### src/rtl/isc_pkg.sv
package isc_pkg;

    localparam int EVT_W = 8;

    // Status bit positions of the packet-engine events
    typedef enum int {
        EV_RX_REQ    = 0,
        EV_TX_REQ    = 1,
        EV_ARB_LOST  = 2,
        EV_NO_ACK    = 3,
        EV_RX_UNDER  = 4,
        EV_TX_OVER   = 5,
        EV_ALL_DONE  = 6,
        EV_PKT_DONE  = 7
    } evt_idx_e;

    typedef enum logic {
        SEL_STATUS = 1'b0,
        SEL_MASK   = 1'b1
    } reg_sel_e;

    typedef struct packed {
        logic              we;
        reg_sel_e          sel;
        logic [EVT_W-1:0]  data;
    } reg_wr_t;

    // Bits a write clears from the status register
    function automatic logic [EVT_W-1:0] clear_vec(reg_wr_t wr);
        return (wr.we && wr.sel == SEL_STATUS) ? wr.data : '0;
    endfunction

endpackage

### src/rtl/isc_status_bank.sv
module isc_status_bank
    import isc_pkg::*;
#(
    parameter int W = EVT_W
) (
    input  logic         clk,
    input  logic         rst,
    input  logic [W-1:0] set_vec,
    input  logic [W-1:0] clr_vec,
    output logic [W-1:0] status
);

    for (genvar i = 0; i < W; i++) begin : g_bit
        always_ff @(posedge clk) begin
            if (rst)
                status[i] <= 1'b0;
            else if (set_vec[i])
                status[i] <= 1'b1;     // a new event beats a clear
            else if (clr_vec[i])
                status[i] <= 1'b0;
        end
    end

endmodule

### src/rtl/isc_mask_reg.sv
module isc_mask_reg
    import isc_pkg::*;
#(
    parameter int W = EVT_W
) (
    input  logic         clk,
    input  logic         rst,
    input  logic         load,
    input  logic [W-1:0] din,
    output logic [W-1:0] mask
);

    always_ff @(posedge clk) begin
        if (rst)
            mask <= '0;
        else if (load)
            mask <= din;
    end

endmodule

### src/rtl/isc_irq_combine.sv
module isc_irq_combine
    import isc_pkg::*;
#(
    parameter int W          = EVT_W,
    parameter int BYPASS_IDX = EV_PKT_DONE
) (
    input  logic [W-1:0] status,
    input  logic [W-1:0] mask,
    output logic         irq
);

    localparam logic [W-1:0] BYPASS_BIT = W'(1) << BYPASS_IDX;

    logic [W-1:0] gated;

    always_comb begin
        gated = (status & (mask | BYPASS_BIT));
        irq   = |gated;
    end

endmodule

### src/rtl/irq_status_ctrl.sv
module irq_status_ctrl
    import isc_pkg::*;
#(
    parameter int BYPASS_IDX = EV_PKT_DONE
) (
    input  logic             clk,
    input  logic             rst,
    input  logic             reg_we,
    input  logic             reg_sel,
    input  logic [EVT_W-1:0] reg_wdata,
    output logic [EVT_W-1:0] reg_rdata,
    input  logic [EVT_W-1:0] evt_in,
    output logic             irq
);

    reg_wr_t          wr;
    logic [EVT_W-1:0] clr_vec;
    logic             mask_load;
    logic [EVT_W-1:0] status_q;
    logic [EVT_W-1:0] mask_q;

    always_comb begin
        wr.we     = reg_we;
        wr.sel    = reg_sel_e'(reg_sel);
        wr.data   = reg_wdata;
        clr_vec   = clear_vec(wr);
        mask_load = wr.we && (wr.sel == SEL_MASK);
    end

    isc_status_bank #(.W(EVT_W)) status_i (
        .clk     (clk),
        .rst     (rst),
        .set_vec (evt_in),
        .clr_vec (clr_vec),
        .status  (status_q)
    );

    isc_mask_reg #(.W(EVT_W)) mask_i (
        .clk  (clk),
        .rst  (rst),
        .load (mask_load),
        .din  (reg_wdata),
        .mask (mask_q)
    );

    isc_irq_combine #(.W(EVT_W), .BYPASS_IDX(BYPASS_IDX)) comb_i (
        .status (status_q),
        .mask   (mask_q),
        .irq    (irq)
    );

    always_comb begin
        reg_rdata = (wr.sel == SEL_MASK) ? mask_q : status_q;
    end

endmodule

### config.mk
export PLATFORM = sky130hd
export DESIGN_NAME = irq_status_ctrl
export DESIGN_NICKNAME = d
export VERILOG_FILES = /design/src/rtl/isc_pkg.sv /design/src/rtl/isc_status_bank.sv /design/src/rtl/isc_mask_reg.sv /design/src/rtl/isc_irq_combine.sv /design/src/rtl/irq_status_ctrl.sv
export SDC_FILE = /design/constraint.sdc
export NUM_CORES = 1
export LEC_CHECK = 0
export BUFFER_PORTS_ARGS = -buffer_cell sky130_fd_sc_hd__buf_2
export CORE_MARGIN = 4
export CORE_UTILIZATION = 49
export CTS_CLUSTER_DIAMETER = 60
export DETAILED_ROUTE_END_ITERATION = 6
export GPL_TIMING_DRIVEN = 0
export PLACE_DENSITY_LB_ADDON = 0.3
export SLEW_MARGIN = 15
export SYNTH_ARGS = -nofsm -noshare
export SYNTH_HDL_FRONTEND = slang
export SYNTH_SLANG_ARGS = --single-unit
export TNS_END_PERCENT = 30
### constraint.sdc
create_clock -name clk -period 2.18 [get_ports clk]
set_input_delay 0.545 -clock clk [delete_from_list [all_inputs] [get_ports clk]]
set_output_delay 0.545 -clock clk [all_outputs]
set_load 0.03 [all_outputs]
==> results_dict.tcl <==
set metrics [dict create \
    grt_max_degree 11 \
    arrival_ns 1.40 \
    clk_path_buf_depth 2 \
    synth_common_cells "a21oi_1, dfxtp_1, nand2_1, nand3_1" \
    io_pins 29 \
    layout_setup_ws_ns 0.237 \
    hpwl_um 1330 \
    tightestPinTransition_ns 0.298 \
    cp_max_fo 10 \
    core_area_um2 1370 \
    reg2reg_slack_ns 1.55 \
    dieArea_um2 2200 \
    port_buffers 26 \
    critical_path.startpoint_type "input pin" \
    regArea_um2 320 \
    synth_seq_cells 16 \
    die_h_um 46.9 \
    cp_common_cell "buf_2" \
    critPathKind "in2out" \
    status "finished clean" \
    finish.net_count 135 \
    detail-route-antenna-nets 0 \
    initial_core_util 0.543 \
    via_per_inst 5.56 \
    synth-edff-count 0 \
    cts_resized 0 \
    nFillCells 133 \
    initialDrtViolationCount 25 \
    vias 712 \
    crit_chain "buf_2 -> buf_4 -> mux2_2 -> buf_2" \
    synthFlopType "dfxtp_1" \
    p_seq_frac 0.533 \
    cts_made_buffers 3 \
    synthesis.nets 104 \
    leakage_nw 0.404 \
    area_delta_synth_final_pct 23.1 \
    ys_warn_count 0 \
    die_w_um 46.9 \
    clock_tree.root_cell "clkbuf_4" \
    whs_ns 0.462 \
    max-cap-violations 0 \
    diodes 0 \
    powerDensity_nw_per_um2 662 \
    grt_overflow 0 \
    synth_cell_type_count 14 \
    place_ws_ns 0.246 \
    yosysSeqAreaShare 0.432 \
    async_flop_share 0 \
    critical_path_required_ns 1.63 \
    multi_input_area_um2 375 \
    finalSetupViolations 0 \
    synth_top_area_cell "dfxtp_1" \
    synth_cells 84 \
    timing.final.crit_share 0.891 \
    slowest_stage "mux2_2" \
    routed_wl_um 1770 \
    clkTransAtPathRegs_ns 0.09 \
    drv_slew 0 \
    h-tree-depth 1 \
    syn_area_per_cell_um2 8.83 \
    cts_tree "built" \
    finalCriticalPeriod_ns 1.94 \
    synth_most_common_cell "a21oi_1" \
    grtUsageTotal 0.192 \
    clkLatencyLatePin_ns 0.29 \
    cts_num_sinks 16 \
    tns_ns 0 \
    cpPeakStageDelay_ns 0.34 \
    internal_power_mw 0.428 \
    cts-hold-fix-buffers 0 \
    finalHoldViolations 0 \
    gp_congestion 0.777 \
    switchingPower_mw 0.177 \
    power_frac_comb 0.212 \
    synthTopCellsByArea "dfxtp_1, mux2_2, a21oi_1" \
    critPathCaptureType "output port" \
    hold_path.class "in2reg" \
    skew_ns 0 \
    drc 0 \
    grt_pass1_vias 649 \
    ir_worst_vdd_v 0.000455 \
    clkPwrFrac 0.255 \
    antenna_found_initial 0 \
    rsz0062_at_grt "no" \
    first_pass_iters 4 \
    placementRows 13 \
    p_sw_frac 0.292 \
    grt_pass1_wl_um 2880 \
    synth_top_area_frac 0.432 \
    postCtsSetupBuffers 0 \
    fmaxAchievable_ghz 0.515 \
    finalPower_mw 0.605 \
    wl_per_cell_um 13.8 \
    syn_area_um2 742 \
    relSlewSlack 0.801 \
    drive_above_1_share 0.381 \
]
## power groups by stage
stage          clock network (mW)  registers (mW)  logic [mW]
2_1_floorplan                   0           0.326      0.0878
3_3_place_gp                    0           0.329       0.125
3_5_place_dp                    0           0.329       0.128
4_1_cts                     0.157           0.323       0.129
5_1_grt                     0.173           0.325       0.140
6_report                    0.154           0.323       0.128
## registers in the layout, summed over array words and instances (netlist names)
signal	count
status_i.status	8
mask_i.mask	8
## worst max-delay path: cells and delay by family
| family | cells | cell delay, ns |
|---|---|---|
| mux | 1 | 0.34 |
| buf+inv | 3 | 0.51 |
## kinds of logic after synthesis
family,Yosys count,share of synthesized area
buffers and inverters,6,0.0624
AOI/OAI and AO/OA,20,0.157
and+or+nand+nor,34,0.228
muxes,8,0.121
DFF,16,0.432
## metrics by stage
step	utilization	std cells	area, µm²
floorplan	-	84	742
global placement	0.652	125	891
detailed placement	0.652	125	891
CTS	0.668	128	913
global route	0.668	128	913
finish	0.668	128	913
## placed cells by master (no fill, tap or decap), drive strengths merged
cell type  netlist  layout
nor2             8       8
mux2             8       8
a22o             1       1
a21oi           17      17
a221oi           1       1
nand3b           8       8
nand2            9       9
dfxtp           16      16
clkbuf           1       4
a22oi            1       1
buf              5      31
nand3            9       9
## worst paths after layout
kind	from	endpoint	depth (start not counted)
worst min-delay path	evt_in[0]	status_i.status[0]$_SDFFE_PP0P_	3
worst min register to register	mask_i.mask[7]$_SDFFE_PP0P_	mask_i.mask[7]$_SDFFE_PP0P_	2
worst max register to register	mask_i.mask[5]$_SDFFE_PP0P_	mask_i.mask[5]$_SDFFE_PP0P_	2
worst max-delay path	reg_sel	reg_rdata[2]	4
## layer usage
layer  global-route usage  share of wire
met5                    0              0
met2                0.309           0.47
met4               0.0994          0.023
met3               0.0383          0.077
met1                0.240           0.43
## cell type report
class,count,share of cell area
Multi-Input combinational cell,62,0.411
Clock buffer,3,0.0247
Tap cell,15,0.0205
Timing Repair Buffer,26,0.142
Sequential cell,16,0.351
Buffer,6,0.0507
Note: power is estimated with default switching activity, not from simulation.
